$ cat src/rtl/owslot_pkg.sv
package owslot_pkg;
  typedef enum logic {
    SLOT_BIT   = 1'b0,
    SLOT_RESET = 1'b1
  } slot_mode_e;
endpackage

$ cat src/rtl/owslot_counter.sv
module owslot_counter
  import owslot_pkg::*;
#(
  parameter int CNT_W  = 16,
  parameter int SLOT_W = 8
) (
  input  logic              clk,
  input  logic              rst_n,
  input  logic              start_go,
  input  slot_mode_e        mode,
  input  logic [CNT_W-1:0]  period,
  input  logic [SLOT_W-1:0] nslots,
  output logic              run_o,
  output logic [CNT_W-1:0]  cnt_o,
  output logic              wrap_o,
  output logic              last_o
);
  localparam logic [SLOT_W-1:0] ONE_SLOT = SLOT_W'(1);

  logic              run_q, run_d;
  logic [CNT_W-1:0]  cnt_q, cnt_d;
  logic [SLOT_W-1:0] left_q, left_d;

  assign wrap_o = run_q && (cnt_q == period);
  assign last_o = (left_q == ONE_SLOT);
  assign run_o  = run_q;
  assign cnt_o  = cnt_q;

  always_comb begin
    run_d  = run_q;
    cnt_d  = cnt_q;
    left_d = left_q;
    if (start_go) begin
      run_d  = 1'b1;
      cnt_d  = '0;
      left_d = ((mode == SLOT_RESET) || (nslots == '0)) ? ONE_SLOT : nslots;
    end else if (wrap_o) begin
      cnt_d = '0;
      if (last_o) run_d = 1'b0;
      else        left_d = left_q - ONE_SLOT;
    end else if (run_q) begin
      cnt_d = cnt_q + CNT_W'(1);
    end
  end

  always_ff @(posedge clk or negedge rst_n) begin
    if (!rst_n) begin
      run_q  <= 1'b0;
      cnt_q  <= '0;
      left_q <= '0;
    end else begin
      run_q  <= run_d;
      cnt_q  <= cnt_d;
      left_q <= left_d;
    end
  end
endmodule

$ cat src/rtl/owslot_compare.sv
module owslot_compare #(
  parameter int CNT_W = 16
) (
  input  logic             clk,
  input  logic             rst_n,
  input  logic             wr,
  input  logic [CNT_W-1:0] wdata,
  input  logic             load,
  input  logic             stop,
  input  logic             run,
  input  logic [CNT_W-1:0] cnt,
  input  logic             brk,
  output logic             drive_o,
  output logic             blocked_o
);
  logic [CNT_W-1:0] pre_q, pre_d;
  logic [CNT_W-1:0] act_q, act_d;
  logic             moe_q, moe_d;

  always_comb begin
    pre_d = pre_q;
    act_d = act_q;
    moe_d = moe_q;
    if (wr)   pre_d = wdata;
    if (load) act_d = pre_q;
    if (brk)       moe_d = 1'b0;
    else if (load) moe_d = !stop;
  end

  always_ff @(posedge clk or negedge rst_n) begin
    if (!rst_n) begin
      pre_q <= '0;
      act_q <= '0;
      moe_q <= 1'b0;
    end else begin
      pre_q <= pre_d;
      act_q <= act_d;
      moe_q <= moe_d;
    end
  end

  assign drive_o   = run && moe_q && !brk && (cnt < act_q);
  assign blocked_o = run && (!moe_q || brk);
endmodule

$ cat src/rtl/owslot_capture.sv
module owslot_capture #(
  parameter int CNT_W = 16
) (
  input  logic             clk,
  input  logic             rst_n,
  input  logic             bus_i,
  input  logic             start_go,
  input  logic             run,
  input  logic             wrap,
  input  logic [CNT_W-1:0] cnt,
  input  logic [CNT_W-1:0] period,
  output logic [CNT_W-1:0] cap_o,
  output logic             done_o
);
  logic             bus_q;
  logic             seen_q, seen_d;
  logic [CNT_W-1:0] hold_q, hold_d;
  logic [CNT_W-1:0] cap_q, cap_d;
  logic             done_q, done_d;
  logic             rise;

  assign rise = bus_i && !bus_q;

  always_comb begin
    seen_d = seen_q;
    hold_d = hold_q;
    cap_d  = cap_q;
    done_d = 1'b0;
    if (start_go) begin
      seen_d = 1'b0;
    end else if (wrap) begin
      seen_d = 1'b0;
      cap_d  = seen_q ? hold_q : period;
      done_d = 1'b1;
    end else if (run && rise) begin
      hold_d = cnt;
      seen_d = 1'b1;
    end
  end

  always_ff @(posedge clk or negedge rst_n) begin
    if (!rst_n) begin
      bus_q  <= 1'b1;
      seen_q <= 1'b0;
      hold_q <= '0;
      cap_q  <= '0;
      done_q <= 1'b0;
    end else begin
      bus_q  <= bus_i;
      seen_q <= seen_d;
      hold_q <= hold_d;
      cap_q  <= cap_d;
      done_q <= done_d;
    end
  end

  assign cap_o  = cap_q;
  assign done_o = done_q;
endmodule

$ cat src/rtl/owslot_timer.sv
module owslot_timer
  import owslot_pkg::*;
#(
  parameter int CNT_W  = 16,
  parameter int SLOT_W = 8
) (
  input  logic              clk,
  input  logic              rst_n,
  input  logic [CNT_W-1:0]  period_i,
  input  logic              width_wr_i,
  input  logic [CNT_W-1:0]  width_i,
  input  logic              start_i,
  input  logic              mode_i,
  input  logic [SLOT_W-1:0] nslots_i,
  input  logic              spu_i,
  input  logic              bus_i,
  output logic              drive_o,
  output logic              busy_o,
  output logic              blocked_o,
  output logic              done_o,
  output logic [CNT_W-1:0]  cap_o
);
  localparam int SYNC_N = 2;

  logic [SYNC_N-1:0] rst_sync_q;
  logic              rst_s;
  logic              run, wrap, last, start_go;
  logic [CNT_W-1:0]  cnt;
  slot_mode_e        mode;

  always_ff @(posedge clk or negedge rst_n) begin
    if (!rst_n) rst_sync_q <= '0;
    else        rst_sync_q <= {rst_sync_q[SYNC_N-2:0], 1'b1};
  end
  assign rst_s = rst_sync_q[SYNC_N-1];

  assign mode     = slot_mode_e'(mode_i);
  assign start_go = start_i && !run;

  owslot_counter #(.CNT_W(CNT_W), .SLOT_W(SLOT_W)) u_cnt (
    .clk(clk), .rst_n(rst_s), .start_go(start_go), .mode(mode),
    .period(period_i), .nslots(nslots_i), .run_o(run), .cnt_o(cnt),
    .wrap_o(wrap), .last_o(last)
  );

  owslot_compare #(.CNT_W(CNT_W)) u_cmp (
    .clk(clk), .rst_n(rst_s), .wr(width_wr_i), .wdata(width_i),
    .load(start_go || wrap), .stop(wrap && last), .run(run), .cnt(cnt),
    .brk(spu_i), .drive_o(drive_o), .blocked_o(blocked_o)
  );

  owslot_capture #(.CNT_W(CNT_W)) u_cap (
    .clk(clk), .rst_n(rst_s), .bus_i(bus_i), .start_go(start_go),
    .run(run), .wrap(wrap), .cnt(cnt), .period(period_i),
    .cap_o(cap_o), .done_o(done_o)
  );

  assign busy_o = run;
endmodule

$ cat config.mk
export PLATFORM = sky130hd
export DESIGN_NAME = owslot_timer
export DESIGN_NICKNAME = d
export VERILOG_FILES = /design/src/rtl/owslot_pkg.sv /design/src/rtl/owslot_counter.sv /design/src/rtl/owslot_compare.sv /design/src/rtl/owslot_capture.sv /design/src/rtl/owslot_timer.sv
export SDC_FILE = /design/constraint.sdc
export NUM_CORES = 1
export LEC_CHECK = 0
export BUFFER_PORTS_ARGS = -buffer_cell sky130_fd_sc_hd__buf_4
export CORE_MARGIN = 2
export CORE_UTILIZATION = 50
export CTS_BUF_LIST = sky130_fd_sc_hd__clkbuf_8 sky130_fd_sc_hd__clkbuf_16
export DETAILED_ROUTE_END_ITERATION = 8
export PLACE_DENSITY = 0.71
export SLEW_MARGIN = 20
export SYNTH_ARGS = -nofsm -noshare
export SYNTH_HDL_FRONTEND = slang
export SYNTH_SLANG_ARGS = --single-unit
$ cat constraint.sdc
create_clock -name clk -period 8.55 [get_ports clk]
set_clock_uncertainty 0.2 [all_clocks]
set_input_delay 0.855 -clock clk [delete_from_list [all_inputs] [get_ports clk]]
set_output_delay 0.855 -clock clk [all_outputs]
set_load 0.005 [all_outputs]
==> key figures, run 1 <==
Logic synthesis
  • Synth Area in Adders: 0.0481
  • Top cell type's share of synthesized area: 0.502
  • Simple-Gate Fraction of Synth Area: 0.139
  • Distinct cells, synth: 48
  • Mux cell area share after synthesis: 0.120
  • Syn Inst Count: around 430
  • XOR/XNOR share of the synthesized area: 0.0561
  • #FFs+latches synth: 95
  • Avg Inst Size Synth: 10.8 µm²
  • Post-Syn Area: ~4700 µm²
  • Post-synth EDFFs: 0
  • Synth async-reset ratio: 1.00
  • Largest cells by area after synthesis: dfrtp_1, mux2_2, o21ai_0
  • Syn nets: between 400 and 500
  • Post-synthesis sequential area ratio: 0.508
  • Synth Warn #: 0
  • Synth Flop Type: dfrtp_1
  • Cell taking the most area after synthesis: dfrtp_1
  • Synth Area in Compound Gates: 0.0917
  • Largest family of logic cells by synthesized area: simple AND/OR/NAND/NOR gates

Clocking
  • Htree depth: 3
  • Root Buffer Master: clkbuf_8
  • CTS Buf Count: 9
  • Postcts setup bufs: 0
  • CTS tree: done
  • Clock Sinks: 95
  • Max Root-Sink Buffers: 2
  • Clk Latency, worst-skew pair: 0.36 ns
  • CTS Hold Bufs: 0
  • Worst-path clk slew: 0.11 ns
  • Cells resized by post-CTS repair: 0

STA
  • Unrepaired setup endpoints after global routing: false
  • # setup viols final: 0
  • Max Slew Vio Count: 0
  • Fmax: between 0.2 and 0.3 GHz
  • Rel. slew slack: 0.291
  • Fin. Hold Viols: 0
  • Worst slew pin tran: roughly 1.1 ns
  • Hold_ws: 0.0535 ns
  • Setup TNS Final: 0 ns
  • Crit share post-route: 0.413
  • Final min period: between 3 and 4 ns

Worst setup path
  • CP max stage cell: dfrtp_1
  • Crit start category: register
  • Req. time, crit path: 7.50 ns
  • Max incr delay on CP: 0.49 ns
  • CP Cell Sequence: ha_1 > a21oi_1 > nor2b_1 > a2111o_1 > a31oi_1 > nor3_1 > nor3_1 > buf_4
  • Buf/Inv on CP: 1
  • Classification of the worst setup path: reg -> out
  • Worst path arrival time: 2.48 ns
  • CP Max Fanout: 5
  • CP most frequent cell: nor3_1
  • Setup crit end kind: primary output
  • Top delay family on crit path: compound AO/OA/AOI/OAI gates

Route
  • Post-Route WL: 9590 µm
  • Vias: 3375
  • Wire per inst: 15.7 µm
  • DRC violations left: 0
  • Vias/cell: 5.54
  • Antenna viol nets, final: 0
  • DR iter-0 viols: 171
  • DR pass1 iterations: 4

Die
  • Num ports: 67
  • Die height: about 100 µm
  • Num rows: 35
  • Chip Width: ~100 µm
  • Die ar.: 10200 µm²
  • Core area: between 9000 and 10000 µm²
  • Initial Util: 0.512

GRT
  • Pin count of the biggest net entering global routing: 94
  • Total grt overflow: 0
  • Initial antenna violation count: 0
  • First-pass GRT wire length: 16100 µm
  • Vias in the first global route: 3373
  • Gr usage total: 0.203

Place
  • Dpl hpwl: 6950 µm
  • Buffers added on ports: 66
  • GPL Wtd Cong: 0.798

Min path
  • Worst min path class: in -> async

Run status
  • Outcome: finished clean

Layout
  • Most common cell after layout, fill and taps aside: dfrtp_1
  • Ant diodes: 0
  • Final core utilization: 0.594
  • Commonest cells after routing, fill and taps aside: dfrtp_1, buf_4, o21ai_0
  • Layout cell share with drive strength beyond 1: 0.255
  • Synth-to-layout area growth: 16.1%
  • Fin nets: 558

Power and ir drop
  • Total power: 1.12 mW
  • Maximum vdd ir drop: 0.0888 mV
  • Leak: between 2 and 3 nW
  • Cell Pwr Density: slightly above 200 nW/µm²

Flow run
  • Maxcap violations: 0
-- state kept, by name (all words and copies together), names as in the netlist --
register,cells
rst_sync_q,2
u_cnt.cnt_o,16
u_cap.bus_q,1
u_cap.hold_q,16
u_cmp.pre_q,16
u_cnt.run_o,1
u_cmp.moe_q,1
u_cap.cap_o,16
u_cap.seen_q,1
u_cap.done_o,1
u_cnt.left_q,8
u_cmp.act_q,16
-- path summary, 6_finish.rpt --
| kind | startpoint | endpoint | slack (ns) | cells past startpoint |
|---|---|---|---|---|
| worst max-delay path | u_cnt.cnt_o[6] | drive_o | 5.01 | 8 |
| worst max register to register | u_cnt.cnt_o[5] | u_cmp.act_q[0] | 5.49 | 6 |
| max in group asynchronous | rst_sync_q[1] | u_cap.hold_q[15] | 7.29 | 1 |
| worst min register to register | rst_sync_q[0] | rst_sync_q[1] | 0.16 | 0 |
| min in group clk | rst_sync_q[0] | rst_sync_q[1] | 0.16 | 0 |
| worst min-delay path | rst_n | rst_sync_q[1] | 0.05 | 1 |
-- where the power goes --
| group | switching (mW) | internal, mW |
|---|---|---|
| Combinational | 0.116 | 0.129 |
| Clock | 0.171 | 0.113 |
| Sequential | 0.0765 | 0.518 |
-- per-stage QoR --
step / instance area (µm²) / std cells / setup slack (ns)
final: 5430 / 609 / 5.01
after detailed placement: 5250 / 593 / 5.00
after global placement: 5240 / 593 / 5.04
after CTS: 5430 / 609 / 5.01
after floorplan: 4680 / 434 / 5.51
after global routing: 5430 / 609 / 4.90
-- cells in the mapped netlist, types with 10 or more instances --
cell type  count
nor2_1        25
inv_1         20
clkbuf_1      15
a21oi_1       13
xnor2_1       11
mux2_2        33
xor2_1        19
nand2_1       31
ha_1          18
o21ai_0       53
dfrtp_1       94
nand3_1       10
mux2i_1       19
-- cell type report --
class / count / area (µm²)
flip-flops and latches: 95 / 2380
multi-input cells: 299 / 2140
well taps: 111 / 139
repair buffers: 68 / 514
clock inverters: 7 / 61.3
inverters: 20 / 75.1
fillers: 762 / 3720
clock buffers: 9 / 124
-- layer usage --
| layer | global-route usage | vias to the layer above | wire length (µm) |
|---|---|---|---|
| met4 | 0.0727 | 0 | 158 |
| met3 | 0.0340 | 15 | 435 |
| li1 | - | 1627 | - |
| met2 | 0.322 | 96 | 4490 |
| met5 | 0 | - | 0 |
| met1 | 0.283 | 1637 | 4500 |
-- cells by family (layout without fill, tap and decap cells) --
kind of cell    after synthesis  after routing
buf+inv                      40            104
compound gates               79             79
other cells                   1              1
fa+ha+maj                    18             18
simple gates                119            119
flops                        95             95
xor+xnor                     30             30
mux                          52             52
(Power assumes the default switching activity.)
==> run 2: changes to the inputs <==
clock period = 3.5 ns   (was 8.55 ns; I/O delays follow)
==> run 2 against run 1 <==
Effect of this change: worst setup slack worse by 4.5 ns; critical path type unchanged; first-iteration DRC count down 27%; via count up 0.47%; global-route usage increased by 0.095 points; sequential cell count did not move; sequential share of layout area decreased by 0.57 points; routed wire length grew 0.64%; register-to-register slack lost 4.6 ns; cell count up 1.3%; non-clock buffer count grew 8.
==> key figures, run 2 (synthesized netlist as in run 1, its figures left out) <==
Layout
  • Synth-to-layout area growth: 17.6%
  • Final core utilization: 0.602 (+0.00779)
  • Fin nets: 566 (+1.4%)
  • Commonest cells after routing, fill and taps aside: dfrtp_1, buf_4, o21ai_0
  • Ant diodes: 0 (unchanged)
  • Most common cell after layout, fill and taps aside: dfrtp_1
  • Fill cells: 783 (+2.8%)
  • Layout cell share with drive strength beyond 1: 0.257 (+0.00190)
  • Design area: 5510 µm² (+1.3%)

Die
  • Die ar.: 10200 µm² (unchanged)
  • Die height: 101 µm (unchanged)
  • Core area: 9150 µm² (unchanged)
  • Num ports: 67 (unchanged)
  • Num rows: 35 (unchanged)
  • Initial Util: 0.512 (unchanged)
  • Chip Width: 101 µm (unchanged)

Route
  • Wire per inst: 15.6 µm (-0.67%)
  • DR iter-0 viols: 124 (-27%)
  • Vias/cell: 5.50 (-0.83%)
  • Antenna viol nets, final: 0 (unchanged)
  • DRC violations left: 0 (unchanged)
  • Post-Route WL: 9650 µm (+0.64%)
  • Vias: 3391 (+0.47%)
  • DR pass1 iterations: 5 (+1)

Power and ir drop
  • Switching pwr: 830 µW (+130%)
  • Switching Share: 0.299 (-0.0245)
  • Maximum vdd ir drop: 0.237 mV (+170%)
  • Int Pwr: 1.95 mW (+160%)
  • Sequential share of power: 0.523 (-0.007)
  • Cell Pwr Density: 505 nW/µm² (+140%)
  • Comb pwr share: 0.215 (-0.003)
  • Leak: 2.60 nW (+2.2%)
  • Clock share of power: 0.262 (+0.010)

Place
  • Cell Area, Placed: 5280 µm² (+0.67%)
  • Dpl hpwl: 7050 µm (+1.4%)
  • Buffers added on ports: 66 (unchanged)
  • GPL Wtd Cong: 0.866 (+8.5%)
  • Worst slack, placed: 0.897 ns (-4.11 ns)

STA
  • # setup viols final: 0 (unchanged)
  • Rel. slew slack: 0.394 (+0.103)
  • Worst slew pin tran: 0.909 ns (-0.154 ns)
  • Fmax: approximately 0.34 GHz
  • Final min period: around 3.0 ns
  • Final WS setup: 0.532 ns (-4.48 ns)
  • Hold_ws: 0.0221 ns (-0.0314 ns)
  • Unrepaired setup endpoints after global routing: false
  • Fin. Hold Viols: 0 (unchanged)
  • Max Slew Vio Count: 0 (unchanged)
  • Crit share post-route: 0.848
  • Setup TNS Final: 0 ns (unchanged)

Flow run
  • Maxcap violations: 0 (unchanged)

GRT
  • Met2 global-route usage: 0.304 (-0.0185)
  • Vias in the first global route: 3320 (-1.6%)
  • Most used routing layer: met2
  • Met1 Use GR: 0.296 (+0.0137)
  • Pin count of the biggest net entering global routing: 45 (-52%)
  • First-pass GRT wire length: 16100 µm (about the same)
  • Total grt overflow: 0 (unchanged)
  • Met3 GRT Util: 0.0451 (+0.0111)
  • Initial antenna violation count: 0 (unchanged)
  • Gr usage total: 0.204 (+0.000949)

Worst setup path
  • Req. time, crit path: 2.95 ns (-4.55 ns)
  • Setup crit start: u_cnt.cnt_o[7]
  • Setup crit end kind: primary output
  • Crit start category: register
  • Worst path arrival time: 2.42 ns (-0.06 ns)
  • Classification of the worst setup path: reg -> out
  • CP Max Fanout: 6 (+1)
  • R2r startpoint: u_cnt.cnt_o[5]

Clocking
  • Htree depth: 3 (unchanged)
  • Root Buffer Master: clkbuf_8
  • Worst-path clk slew: 0.09 ns (-0.02 ns)
  • Max Root-Sink Buffers: 2 (unchanged)
  • Clock Sinks: 95 (unchanged)
  • Cells resized by post-CTS repair: 0 (unchanged)
  • CTS Buf Count: 9 (unchanged)
  • Clk Latency, worst-skew pair: 0.36 ns (about the same)
  • CTS tree: done

Min path
  • Worst Hold Launch: width_i[2]
  • Worst min path class: in -> reg

Run status
  • Outcome: finished clean
[run 2: layout make-up]
type,instances,area (µm²),area share
Tap cell,111,139,0.0252
Inverter,20,75.1,0.0136
Sequential cell,95,2380,0.433
Clock inverter,5,50.0,0.00909
Clock buffer,11,151,0.0275
Multi-Input combinational cell,299,2130,0.387
Timing Repair Buffer,76,576,0.105
[run 2: power groups by stage]
stage | registers (mW) | logic, mW | clock network (mW)
floorplan | 1.42 | 0.463 | 0
global placement | 1.46 | 0.577 | 0
detailed placement | 1.48 | 0.596 | 0
CTS | 1.45 | 0.604 | 0.738
global route | 1.48 | 0.681 | 0.791
finish | 1.45 | 0.596 | 0.729
[run 2: final timing paths]
kind	cells past startpoint	slack, ns	end
max	7	0.53	drive_o
min in group asynchronous	2	0.10	rst_sync_q[1]
max in group asynchronous	1	2.18	u_cap.bus_q
min	2	0.02	u_cmp.pre_q[2]
min reg2reg	0	0.13	u_cmp.pre_q[3]
max reg2reg	6	0.89	u_cnt.left_q[7]
[run 2: per-stage QoR]
stage	power [mW]	instances
floorplan	1.88	434
global placement	2.04	599
detailed placement	2.07	599
CTS	2.79	617
global route	2.95	617
finish	2.78	617
[run 2: worst max-delay path, stage by stage, from the launching register on]
cell and delay, ns:
dfrtp_1 0.46, ha_1 0.33, and3_1 0.20, a2111o_1 0.40, a31oi_1 0.19, nor3_1 0.08, nor3_1 0.24, buf_4 0.16
[run 2: what timing repair did]
action,CTS,global route
buffers inserted,0,0
setup endpoints to repair,0,0
hold buffers,2,0
hold endpoints to repair,3,0
[run 2: routing by layer]
| layer | share of wire | up-vias |
|---|---|---|
| met5 | 0 | - |
| met4 | 0.010 | 0 |
| met3 | 0.045 | 10 |
| met2 | 0.44 | 77 |
| met1 | 0.50 | 1662 |
| li1 | - | 1642 |
